File: config.mk
export PLATFORM = sky130hd
export DESIGN_NAME = ctr_read_gate
export DESIGN_NICKNAME = d
export VERILOG_FILES = /design/src/rtl/ctr_read_gate.sv
export SDC_FILE = /design/constraint.sdc
export NUM_CORES = 1
export LEC_CHECK = 0
export ABC_AREA = 1
export BUFFER_PORTS_ARGS = -buffer_cell sky130_fd_sc_hd__buf_2
export CAP_MARGIN = 20
export CORE_UTILIZATION = 44
export CTS_CLUSTER_DIAMETER = 40
export CTS_CLUSTER_SIZE = 10
export DETAILED_ROUTE_END_ITERATION = 8
export HOLD_SLACK_MARGIN = 0.02
export PLACE_DENSITY = 0.73
export SETUP_SLACK_MARGIN = 0.05
export SLEW_MARGIN = 10
export SYNTH_ARGS = -nofsm -noshare
export SYNTH_HDL_FRONTEND = slang
export SYNTH_SLANG_ARGS = --single-unit
File: constraint.sdc
create_clock -name clk -period 2.15 [get_ports clk]
set_input_delay 0.43 -clock clk [delete_from_list [all_inputs] [get_ports clk]]
set_output_delay 0.43 -clock clk [all_outputs]
set_load 0.01 [all_outputs]
File: src/rtl/ctr_read_gate.sv
module ctr_read_gate #(
  parameter int XLEN = 32
) (
  input  logic            clk,
  input  logic            rst_n,
  input  logic            retire_i,
  input  logic [63:0]     time_i,
  input  logic [1:0]      priv_i,
  input  logic [31:0]     mcen_i,
  input  logic [31:0]     scen_i,
  input  logic [11:0]     csr_addr_i,
  output logic [XLEN-1:0] rd_data_o,
  output logic            rd_hit_o,
  output logic            rd_denied_o
);

  logic [63:0] cyc_q, ret_q, val;
  logic [4:0]  idx;
  logic        upper, allow;

  always_ff @(posedge clk) begin
    if (!rst_n) begin
      cyc_q <= '0;
      ret_q <= '0;
    end else begin
      cyc_q <= cyc_q + 64'd1;
      if (retire_i) ret_q <= ret_q + 64'd1;
    end
  end

  assign idx      = csr_addr_i[4:0];
  assign upper    = csr_addr_i[7];
  assign rd_hit_o = (csr_addr_i[11:8] == 4'hC) && (csr_addr_i[6:5] == 2'b00);

  always_comb begin
    case (priv_i)
      2'b11:   allow = 1'b1;
      2'b01:   allow = mcen_i[idx];
      2'b00:   allow = scen_i[idx];
      default: allow = 1'b0;
    endcase
  end

  always_comb begin
    case (idx)
      5'd1:    val = time_i;
      5'd2:    val = ret_q;
      default: val = cyc_q;
    endcase
  end

  assign rd_denied_o = rd_hit_o & ~allow;
  assign rd_data_o   = !(rd_hit_o && allow) ? '0 :
                       upper ? XLEN'(val[63:32]) : val[XLEN-1:0];


  cycle_step_chk: assert property (@(posedge clk) disable iff (!rst_n)
    cyc_q != '1 |=> cyc_q == $past(cyc_q) + 64'd1);

  ret_step_chk: assert property (@(posedge clk) disable iff (!rst_n)
    retire_i |=> ret_q == $past(ret_q) + 64'd1);

  ret_hold_chk: assert property (@(posedge clk) disable iff (!rst_n)
    !retire_i |=> $stable(ret_q));

  mmode_open_chk: assert property (@(posedge clk) disable iff (!rst_n)
    priv_i == 2'b11 |-> !rd_denied_o);

  denied_zero_chk: assert property (@(posedge clk) disable iff (!rst_n)
    rd_denied_o |-> rd_data_o == '0);

  miss_quiet_chk: assert property (@(posedge clk) disable iff (!rst_n)
    !rd_hit_o |-> (!rd_denied_o && rd_data_o == '0));

endmodule

**Yosys cells after proc, flatten, opt, wreduce, memory -nomap -nowiden**

Cells that the tools add are included.

- Input port bits: 145
- Bits in registers: 128
- Output and inout bits: 34

- Reductions and logical operators: 4
- Bitwise operators: 2
- $add $sub $neg: 2
- Mux-type cells: 8
- Equality and inequality tests: 5
- $lt $le $gt $ge: 1

Operators with widths:

| operator | number |
|---|---|
| 64-bit by 1-bit adder with 64-bit output, second input constant | 2 |
| 64-bit one-hot mux with 2 select lines | 1 |
| 32-bit two-way mux | 2 |
| 1-bit binary-select mux with 5-bit select | 2 |
| 5-bit by 6-bit < comparator with 1-bit output, second input constant | 1 |
| 5-bit by 1-bit == test with 1-bit output, second input constant | 1 |
| 5-bit by 2-bit == test with 1-bit output, second input constant | 1 |
| 4-bit == test, second input constant | 1 |
| 2-bit logical NOT | 2 |
| 1-bit one-hot mux with 3 select lines | 1 |
| 2-bit by 1-bit == test with 1-bit output, second input constant | 1 |
| 2-bit == test, second input constant | 1 |
| 1-bit logical AND | 2 |
| 1-bit two-way mux | 2 |
| 1-bit bitwise AND | 1 |
| 1-bit NOT | 1 |

**Logic depth before layout (Yosys ltp)**

Gate-level depths: netlist (run 1).

- Word-level depth: 5
- Mapped depth: 17

**Least setup slack after synthesis (run 1)**

No wires, ideal clock.

- Kind: input to output
- Start point: input csr_addr_i[0]
- End point: output rd_data_o[1]
- Slack: 0.066 ns
- Data arrival time: 1.654 ns
- Cell stages on the path: 16
- Required time: 1.720 ns
- Cell sequence: buf_6 > inv_4 > buf_6 > nand2_1 > nand2_1 > nand2_1 > a21oi_1 > nor2_1 > nand2_1 > nand2_1 > nand2_1 > nand2_1 > nand2_2 > nand2_4 > buf_6 > nor2_1

- Longest elaborated chain between the ends: 5
- Elaborated cells on any way between the ends: 11
- Classes of those cells: 2 x eq/ne; 8 x mux; 1 x reduce/logical

Ends and longest elaborated chain:

| what | line | source |
|---|---|---|
| from (decl) | 11 | `input logic [11:0] csr_addr_i,` |
| 1-bit binary-select mux with 5-bit select, on equally long branches | 39, 38 |  |
| 1-bit two-way mux, on equally long branches | 39, 38 |  |
| 1-bit one-hot mux with 3 select lines | 36 | `case (priv_i)` |
| 1-bit logical AND | 53 | `assign rd_data_o = !(rd_hit_o && allow) ? '0 :` |
| 32-bit two-way mux * | 53 |  |
| to (decl) | 12 | `output logic [XLEN-1:0] rd_data_o,` |

Mark *: on every way between the ends. The rest lies on a longest branch, timed or not. The select of a mux whose other input is x is not followed.

**Worst setup path after layout (run 1)**

- Start point: input csr_addr_i[3]
- End point: output rd_data_o[20]

Same word-level chain as after synthesis.

==> impl_metrics.json, run 1 <==
{
  "synth_xor_area_frac": 0.01622,
  "drv_cap": 0,
  "grt_pass1_vias": 11140,
  "avgSynthCellArea_um2": 6.073,
  "tightest_slew_ns": 0.6035,
  "route.detailed.drc": 0,
  "fin_crit_sh": 1.122,
  "ys_types": 45,
  "async_flop_share": 0,
  "synthMuxAreaShare": 0,
  "drtIter0Drc": 1331,
  "hold_depth": 3,
  "setup_ws_ns": -0.2626,
  "hold_end": "ret_q[0]",
  "synthTopCellsByArea": "dfxtp_1 26%, inv_1 11%, nand2_1 10%, nor2_1 8.3%, o21ai_0 4.7%",
  "via_per_inst": 5.671,
  "core_area_um2": 21760,
  "clockPowerShare": 0.466,
  "final-max-slew-violation-count": 0,
  "netSwitchingFraction": 0.2781,
  "globalplace.congestion": 1.038,
  "synth_top_family_by_area": "simple AND/OR/NAND/NOR gates",
  "power_switching_mw": 1.626,
  "outcome": "finished, violations left",
  "syn-instance-count": 1600,
  "pre_cts_slack_ns": -0.4637,
  "p_comb_frac": 0.126,
  "n_antenna_cell": 0,
  "setup_tns_ns": -5.948,
  "relSlewSlack": 0.5940,
  "synth.yosys.warnings": 0,
  "maxClockFrequency_mhz": 414.5,
  "netlist_area_um2": 9717,
  "endpoint_kind": "output pin",
  "drtPass1Iterations": 6,
  "cts.sinks": 128,
  "area_growth_pct": 30.53,
  "h-tree-depth": 4,
  "violations": "setup timing",
  "yosysSeqAreaShare": 0.2637,
  "cts_root_buffer": "clkbuf_16",
  "drive_gt1_frac": 0.2628,
  "wl_per_cell_um": 19.23,
  "path_max_fanout": 28,
  "pin_count": 179,
  "synth_fp_nets": 1747,
  "grt_max_degree": 34,
  "ys.flop_type": "dfxtp_1",
  "max_stage_delay_ns": 0.31,
  "crit_chain": "buf_2, nor2_4, nand4_1, buf_6, buf_12, o22ai_1, o32ai_1, buf_4, nor2_1, buf_2",
  "nets": 2006,
  "total_leakage_power_nw": 5.026,
  "min_path_type": "in2reg",
  "rrSetupSlack_ns": 0.12,
  "routed_wl_um": 41380,
  "dp_hpwl_um": 33130,
  "synthAdderAreaFrac": 0.002575,
  "hold_buffers": 0,
  "yosysTopAreaCell": "dfxtp_1",
  "row_count": 54,
  "ir_worst_vdd_mv": 0.3887,
  "ys_seq_elements": 128,
  "setup_violations": 33,
  "drtAntennaViolNets": 0,
  "finalPower_mw": 5.848,
  "synth_edf_count": 0,
  "dieArea_um2": 22680,
  "critPathBufInv": 5,
  "cts_buffers": 17,
  "hold_start": "retire_i",
  "crit_required_ns": 1.72,
  "fill_cells": 2164,
  "clock_latency_ns": 0.44,
  "reg2regPathDepth": 6,
  "grtUsageTotal": 0.3645,
  "cp_common_cell": "buf_2",
  "period_needed_ns": 2.413,
  "vias": 12210,
  "grt_overflow": 0,
  "rr_endpoint": "cyc_q[54]",
  "synthSimpleGateAreaFrac": 0.3899,
  "rsz0062_at_grt": "yes",
  "seqPwrFrac": 0.408,
  "dieHeight_um": 150.6,
  "slowest_stage": "o22ai_1",
  "timing.final.hold_violations": 0,
  "grt_pass1_wl_um": 61510,
  "crit_type": "in2out",
  "start_util": 0.4466,
  "final_core_util": 0.5830,
  "synth_top_area_share": 0.2637,
  "antenna_found_initial": 0,
  "port_buffers": 178,
  "pwr_density_cell_nw_per_um2": 461.1,
  "whs_ns": 0.4531,
  "cts_tree": "done",
  "cts_buffer_depth": 2,
  "cp_top_family": "buffers and inverters",
  "start_kind": "input pin",
  "die_x_um": 150.6,
  "cts.reportedPaths.clkPinSlew_ns": 0.06,
  "r2r_start": "cyc_q[51]",
  "synth_compound_area_frac": 0.1792,
  "skew_ns": 0.01012,
  "crit_arrival_ns": 1.98,
  "p_int_mw": 4.222
}
## power by group through the flow
stage | logic (mW) | registers, mW | clock network [mW]
after floorplan | 0.314 | 2.44 | 0
after global placement | 0.631 | 2.44 | 0
after detailed placement | 0.633 | 2.44 | 0
after CTS | 0.694 | 2.39 | 2.73
after global routing | 0.791 | 2.39 | 2.85
final | 0.736 | 2.39 | 2.72
## worst min-delay path: cells and delay by family
kind / cells / cell delay [ns]
AO/OA/AOI/OAI: 1 / 0.08
buffers and inverters: 2 / 0.33
## stage by stage
step                instance area (µm²)  instances
floorplan                          9717       1600
global placement                  11560       2114
detailed placement                11560       2114
CTS                               12450       2149
global route                      12680       2152
finish                            12680       2152
## cells in the mapped netlist, types with 10 or more instances
cell      count
a21oi_1      91
buf_2        13
buf_6        13
clkbuf_1     22
dfxtp_1     128
inv_1       279
inv_2        13
nand2_1     263
nand2_2      16
nand3_1      85
nand4_1      51
nor2_1      215
nor2_2       27
nor2_4       12
nor3_1       87
nor3_2       10
nor4_1       12
o21ai_0      92
o221ai_1     19
o22ai_1      63
o32ai_1      12
xor2_1       17
## metal layers
layer | part of all wire | wire [µm] | up-vias | track usage
met5 | 0 | 0 | - | 0
met4 | 0.058 | 2416 | 0 | 0.1965
met3 | 0.087 | 3610 | 139 | 0.04848
met2 | 0.46 | 18890 | 709 | 0.6060
met1 | 0.40 | 16460 | 5544 | 0.4558
li1 | - | - | 5813 | -
## state kept, by name, indices dropped and copies added (netlist names)
| register | cells |
|---|---|
| ret_q | 64 |
| cyc_q | 64 |
## worst max-delay path by stage
stage	slack, ns	from	cells after the start	endpoint
6_report	-0.26	csr_addr_i[3]	10	rd_data_o[20]
5_1_grt	-0.39	csr_addr_i[0]	16	rd_data_o[13]
4_1_cts	-0.21	csr_addr_i[3]	12	rd_data_o[30]
3_5_place_dp	-0.46	csr_addr_i[3]	11	rd_data_o[30]
3_3_place_gp	-0.49	csr_addr_i[3]	11	rd_data_o[30]
2_1_floorplan	0.07	csr_addr_i[0]	16	rd_data_o[1]
## logic make-up after synthesis
| kind of cell | Yosys count |
|---|---|
| buffers and inverters | 348 |
| adders and majority gates | 2 |
| AOI/OAI and AO/OA | 302 |
| DFF | 128 |
| xor gates and xnor gates | 18 |
| and+or+nand+nor | 802 |
## cell usage in the layout, fill, tap and decap left out, types with 3 or more instances in the layout
| cell type | n |
|---|---|
| o211ai_1 | 4 |
| nand2_4 | 8 |
| a21oi_1 | 89 |
| nand4_1 | 51 |
| nand3_1 | 80 |
| a31oi_1 | 7 |
| nor4_1 | 12 |
| o21ai_0 | 84 |
| xor2_1 | 17 |
| nor2_4 | 18 |
| buf_2 | 172 |
| clkbuf_16 | 17 |
| clkinv_4 | 3 |
| inv_6 | 5 |
| a21oi_2 | 3 |
| o21a_1 | 4 |
| buf_4 | 92 |
| nor2_1 | 197 |
| o32ai_2 | 3 |
| o21ai_1 | 14 |
| dfxtp_1 | 128 |
| nor3_1 | 84 |
| clkinv_2 | 3 |
| inv_1 | 278 |
| nor3_2 | 13 |
| o22ai_1 | 48 |
| o221ai_2 | 12 |
| nor2_2 | 39 |
| nand3_2 | 6 |
| nor3_4 | 4 |
| nand2_2 | 20 |
| nand2_1 | 255 |
| o22ai_2 | 15 |
| buf_12 | 10 |
| o221ai_1 | 7 |
| buf_6 | 15 |
| inv_2 | 13 |
| clkinvlp_4 | 4 |
| o32ai_1 | 9 |
## final cells by class
type / instances / area, µm² / share of cell area
Multi-Input combinational cell: 1124 / 6095 / 0.4805
Timing Repair Buffer: 293 / 2006 / 0.1581
Clock buffer: 18 / 439.2 / 0.03463
Inverter: 295 / 1125 / 0.08869
Tap cell: 280 / 350.3 / 0.02762
Clock inverter: 14 / 106.4 / 0.008385
Sequential cell: 128 / 2562 / 0.2020
## timing repair
action                     CTS  global route
setup buffers                0             3
resized for setup           71            53
setup endpoints to repair   33            56
gates cloned                 3             0
pin swaps                    2             8
Power figures use the tool's default switching activity.
==> run 2, diff against run 1 <==
- ABC_AREA: 1 -> unset
- PLACE_DENSITY: 0.73 -> 0.7
==> run 2 against run 1 <==
  * The flow finishes with violations (DRC, setup timing)
  * Die area is 15% lower
  * Via count shrank 17%
  * Final area fell by 2.4%
  * Hold slack worse by 0.13 ns
  * Non-clock buffer count up 80
  * Synthesized cell count down 37%
  * Utilization is 9.7 points higher
  * Cell count decreased by 27%
  * Largest cell class unchanged
==> impl_metrics.json, run 2 <==
{
  "final_cell_mix": "177 x buf_2, 152 x buf_4, 105 x dfxtp_1",
  "regArea_um2": 2594,
  "cts_buffers": 17,
  "crit_required_ns": 1.72,
  "path_max_fanout": 20,
  "outcome": "finished, violations left",
  "maxClockFrequency_mhz": 360.7,
  "synth_top_cells_by_count": "128 x dfxtp_1, 78 x and3_1, 76 x a21oi_1",
  "via_per_inst": 6.478,
  "cts_tree": "done",
  "die_x_um": 139.1,
  "drtPass1Iterations": 8,
  "ir_worst_vdd_mv": 0.5596,
  "largest_registers": "cyc_q: 64 flops, ret_q: 64 flops",
  "tightest_slew_ns": 0.6346,
  "cts.sinks": 128,
  "cts_root_buffer": "clkbuf_16",
  "start_kind": "input pin",
  "clock_latency_ns": 0.44,
  "yosysTopAreaCell": "dfxtp_1",
  "setup_violations": 44,
  "avgSynthCellArea_um2": 8.207,
  "synth.yosys.warnings": 0,
  "seqPwrFrac": 0.393,
  "dpl_cell_area_um2": 10790,
  "synth_top_area_share": 0.3097,
  "final_common_cell": "buf_2",
  "cts.reportedPaths.clkPinSlew_ns": 0.06,
  "dieHeight_um": 139.1,
  "whs_ns": 0.3275,
  "multi_input_area_um2": 5969,
  "slowest_stage": "a221oi_1",
  "routed_wl_um": 33420,
  "dp_hpwl_um": 21790,
  "grt_max_degree": 124,
  "wl_per_cell_um": 21.39,
  "rsz0062_at_grt": "yes",
  "timing.final.hold_violations": 0,
  "antenna_found_initial": 1,
  "crit_arrival_ns": 2.34,
  "start_util": 0.4543,
  "port_buffers": 178,
  "endpoint_kind": "output pin",
  "h-tree-depth": 4,
  "nets": 1467,
  "pwr_density_cell_nw_per_um2": 490.7,
  "cts_buffer_depth": 2,
  "clockPowerShare": 0.501,
  "p_comb_frac": 0.106,
  "skew_ns": 0.009669,
  "reg2regPathDepth": 6,
  "dieArea_um2": 19350,
  "synthTopCellsByArea": "dfxtp_1 31%, a221oi_1 6.9%, and3_1 5.9%, mux2_2 4.9%, a21oi_1 4.6%",
  "critPathBufInv": 5,
  "power_switching_mw": 1.406,
  "grt_pass1_wl_um": 48420,
  "grt_overflow": 0,
  "globalplace.congestion": 0.9019,
  "row_count": 49,
  "crit_chain": "buf_2, nor2b_1, buf_4, and2_2, buf_12, a221oi_1, buf_4, mux2_2, nor3_2, buf_2",
  "netSwitchingFraction": 0.2314,
  "core_area_um2": 18210,
  "hold_depth": 2,
  "pre_cts_slack_ns": -0.6853,
  "drtAntennaViolNets": 0,
  "grtUsageTotal": 0.3204,
  "crit_type": "in2out",
  "relSlewSlack": 0.5769,
  "p_int_mw": 4.669,
  "total_leakage_power_nw": 4.743,
  "hold_buffers": 0,
  "synth_fp_nets": 1155,
  "yosysSeqAreaShare": 0.3097,
  "max_stage_delay_ns": 0.54,
  "route.detailed.drc": 8,
  "netlist_area_um2": 8273,
  "setup_ws_ns": -0.6223,
  "setup_tns_ns": -19.52,
  "synth_most_common_cell": "dfxtp_1",
  "fin_crit_sh": 1.289,
  "vias": 10120,
  "async_flop_share": 0,
  "ys.flop_type": "dfxtp_1",
  "cp_top_family": "buffers and inverters",
  "path_depth": 10,
  "final-max-slew-violation-count": 0,
  "finalPower_mw": 6.075,
  "drv_cap": 0,
  "area_growth_pct": 49.64,
  "finish.instance_area_um2": 12380,
  "period_needed_ns": 2.772,
  "drtIter0Drc": 947,
  "synth_edf_count": 0,
  "min_path_type": "in2reg",
  "violations": "DRC, setup timing",
  "drive_gt1_frac": 0.4452,
  "fill_cells": 1422,
  "pin_count": 179,
  "grt_pass1_vias": 9230,
  "syn-instance-count": 1008,
  "ys_seq_elements": 128,
  "ys_types": 48
}
-- run 2: cell count changes after synthesis, sizes merged, moves of 48 or more --
cell,before,now
nor2,254,58
o31ai,0,48
o21ai,100,27
a221oi,0,65
o22ai,63,1
or4,0,50
nand2,283,46
and3,0,78
nor3,101,45
inv,293,19
-- run 2: logic make-up after synthesis --
group,count (synthesis),share of synthesized area
compound gates,227,0.1859
mux,58,0.09075
simple gates,443,0.3093
fa+ha+maj,2,0.003024
buf+inv,101,0.04946
flops,128,0.3097
xor+xnor,49,0.05188
-- run 2: stage by stage --
| step | instances | util |
|---|---|---|
| 4_1_cts | 1547 | 0.6466 |
| 3_5_place_dp | 1496 | 0.5925 |
| 6_report | 1562 | 0.6799 |
| 3_3_place_gp | 1496 | 0.5925 |
| 5_1_grt | 1562 | 0.6799 |
| 2_1_floorplan | 1008 | - |
-- run 2: final timing paths --
kind | start | end | slack [ns]
worst max-delay path | csr_addr_i[1] | rd_data_o[27] | -0.62
worst min-delay path | rst_n | ret_q[26] | 0.33
worst max register to register | cyc_q[32] | cyc_q[51] | -0.06
worst min register to register | ret_q[35] | ret_q[35] | 0.50
-- run 2: per-layer routing --
metal  up-vias  track usage  routed length, µm
met5         -            0                  0
li1       4543            -                  -
met4         0       0.1398               1617
met3       137      0.06354               3062
met2       605       0.5393              15770
met1      4833       0.3973              12960
-- run 2: cell type report --
type,count,share of cell area
multi-input combinational,780,0.4822
timing repair buffer,373,0.2295
sequential,128,0.2095
clock buffer,26,0.04114
tap,229,0.02315
clock inverter,5,0.008086
inverter,20,0.006165
antenna,1,0.0002021
-- run 2: power by group through the flow --
stage	registers [mW]	logic (mW)	clock network, mW
floorplan	2.44	0.269	0
global placement	2.44	0.538	0
detailed placement	2.44	0.545	0
CTS	2.39	0.616	3.04
global route	2.39	0.677	3.15
finish	2.39	0.641	3.05
-- run 2: repair_timing --
item / in CTS / in global routing
gates cloned: 6 / 7
pin swaps: 38 / 50
hold endpoints to repair: 0 / 0
buffers inserted: 15 / 8
gates resized for setup: 37 / 104
endpoints found under the setup margin: 54 / 75
-- run 2: worst reg2reg max path, cell delays in order (launching register included) --
cell	delay, ns
dfxtp_2	0.33
and4_4	0.25
nand4_1	0.26
buf_4	0.25
or3_4	0.40
or4_4	0.50
a21oi_2	0.14
==> run 3, diff against run 2 <==
- CORE_UTILIZATION: 44 -> 56
- CTS_BUF_LIST: unset -> sky130_fd_sc_hd__clkbuf_8 sky130_fd_sc_hd__clkbuf_16
- PLACE_DENSITY: 0.7 -> 0.85
==> run 3 against run 2 <==
  * The flow finishes with violations (setup timing)
  * Utilization is 18 points higher
  * Sequential cell count unchanged
  * Largest cell class unchanged
  * Sequential power about the same
  * Register-to-register slack got worse by 0.25 ns
  * Final area rose by 0.81%
  * Critical path type unchanged
  * Non-clock buffer count up 1
==> impl_metrics.json, run 3 (same netlist as run 2, synthesis figures left out) <==
{
  "row_count": 44,
  "largest_registers": "cyc_q: 64 flops, ret_q: 64 flops",
  "crit_chain": "buf_12, buf_12, and2b_2, buf_4, and3_1, a221oi_1, mux2_2, nor3_4, buf_2",
  "clockPowerShare": 0.517,
  "start_util": 0.5714,
  "start_kind": "input pin",
  "grtUsageTotal": 0.4395,
  "min_path_type": "in2reg",
  "crit_arrival_ns": 2.50,
  "core_area_um2": 14480,
  "finish.instance_area_um2": 12480,
  "final-max-slew-violation-count": 0,
  "p_comb_frac": 0.103,
  "h-tree-depth": 4,
  "outcome": "finished, violations left",
  "seqPwrFrac": 0.380,
  "crit_type": "in2out",
  "p_int_mw": 4.783,
  "rsz0062_at_grt": "yes",
  "cp_common_cell": "buf_12",
  "wl_per_cell_um": 27.74,
  "endpoint_kind": "output pin",
  "tightest_slew_ns": 1.089,
  "cts_buffer_depth": 2,
  "pwr_density_cell_nw_per_um2": 503.3,
  "power_switching_mw": 1.499,
  "drtIter0Drc": 2107,
  "drive_gt1_frac": 0.4580,
  "pin_count": 179,
  "cts_buffers": 17,
  "grt_pass1_vias": 9877,
  "netSwitchingFraction": 0.2386,
  "cts.reportedPaths.clkPinSlew_ns": 0.06,
  "setup_violations": 70,
  "fin_crit_sh": 1.361,
  "hold_buffers": 0,
  "cts_tree": "done",
  "fill_cells": 659,
  "route.detailed.drc": 0,
  "dieHeight_um": 123.5,
  "relSlewSlack": 0.2739,
  "path_max_fanout": 25,
  "skew_ns": 0.01350,
  "die_x_um": 123.5,
  "grt_pass1_wl_um": 50560,
  "antenna_found_initial": 3,
  "dieArea_um2": 15260,
  "clock_latency_ns": 0.45,
  "dp_hpwl_um": 21070,
  "area_growth_pct": 50.85,
  "grt_max_degree": 84,
  "final_common_cell": "buf_2",
  "vias": 11640,
  "routed_wl_um": 42100,
  "period_needed_ns": 2.926,
  "grt_overflow": 0,
  "ir_worst_vdd_mv": 0.6450,
  "setup_ws_ns": -0.7761,
  "slowest_stage": "a221oi_1",
  "cts_root_buffer": "clkbuf_16",
  "final_cell_mix": "175 x buf_2, 155 x buf_4, 105 x dfxtp_1",
  "maxClockFrequency_mhz": 341.8,
  "crit_required_ns": 1.72,
  "drtAntennaViolNets": 0,
  "cts.sinks": 128,
  "via_per_inst": 7.668,
  "port_buffers": 178,
  "globalplace.congestion": 0.9184,
  "drv_cap": 0,
  "finalPower_mw": 6.281,
  "timing.final.hold_violations": 0,
  "nets": 1467,
  "violations": "setup timing",
  "final_core_util": 0.8619,
  "drtPass1Iterations": 8,
  "max_stage_delay_ns": 0.54,
  "total_leakage_power_nw": 4.875,
  "dpl_cell_area_um2": 10620
}
run 3: worst paths after layout:
kind	startpoint	to	slack, ns	cells past startpoint
setup / recovery	csr_addr_i[0]	rd_data_o[11]	-0.78	9
setup reg to reg	cyc_q[4]	cyc_q[51]	-0.31	7
hold reg to reg	ret_q[51]	ret_q[51]	0.51	2
hold / removal	rst_n	cyc_q[7]	0.33	2
run 3: critical path: cells and delay by family:
kind | cells | cell delay [ns]
buffers and inverters | 4 | 0.62
and+or+nand+nor | 3 | 0.56
AOI/OAI and AO/OA | 1 | 0.54
muxes | 1 | 0.33
run 3: through the flow:
step	instances	TNS (ns)	hold WS, ns	worst slack (ns)
final	1518	-22.55	0.3319	-0.7761
after global routing	1518	-29.04	0.3297	-1.058
after CTS	1498	-14.93	0.3183	-0.4905
after detailed placement	1444	-21.63	0.4671	-0.6758
after global placement	1444	-18.64	0.4594	-0.5841
after floorplan	1008	-10.50	0.4517	-0.3313
run 3: what timing repair did:
| action | in CTS | in global routing |
|---|---|---|
| gates resized for setup | 55 | 129 |
| pin swaps | 52 | 46 |
| endpoints found under the setup margin | 54 | 84 |
| gates cloned | 6 | 4 |
| buffers inserted | 17 | 15 |
| endpoints found under the hold margin | 0 | 0 |
run 3: area by class of cell:
class	count	area, µm²	share of cell area
Antenna cell	2	5.005	0.0004010
Tap cell	184	230.2	0.01845
Timing Repair Buffer	374	2805	0.2248
Multi-Input combinational cell	779	6126	0.4909
Sequential cell	128	2594	0.2078
Clock buffer	23	508.0	0.04071
Inverter	20	76.32	0.006116
Clock inverter	8	135.1	0.01083
run 3: metal layers:
metal	GRT usage	up-vias	routed length, µm
met5	0	-	65
met4	0.3690	4	5109
met3	0.08210	549	6171
met2	0.7091	1338	17950
met1	0.5034	5205	12810
li1	-	4544	-
run 3: power by group through the flow:
stage | Combinational (mW) | Clock [mW] | Sequential (mW)
2_1_floorplan | 0.269 | 0 | 2.44
3_3_place_gp | 0.520 | 0 | 2.44
3_5_place_dp | 0.536 | 0 | 2.44
4_1_cts | 0.578 | 3.16 | 2.39
5_1_grt | 0.664 | 3.29 | 2.39
6_report | 0.648 | 3.25 | 2.39
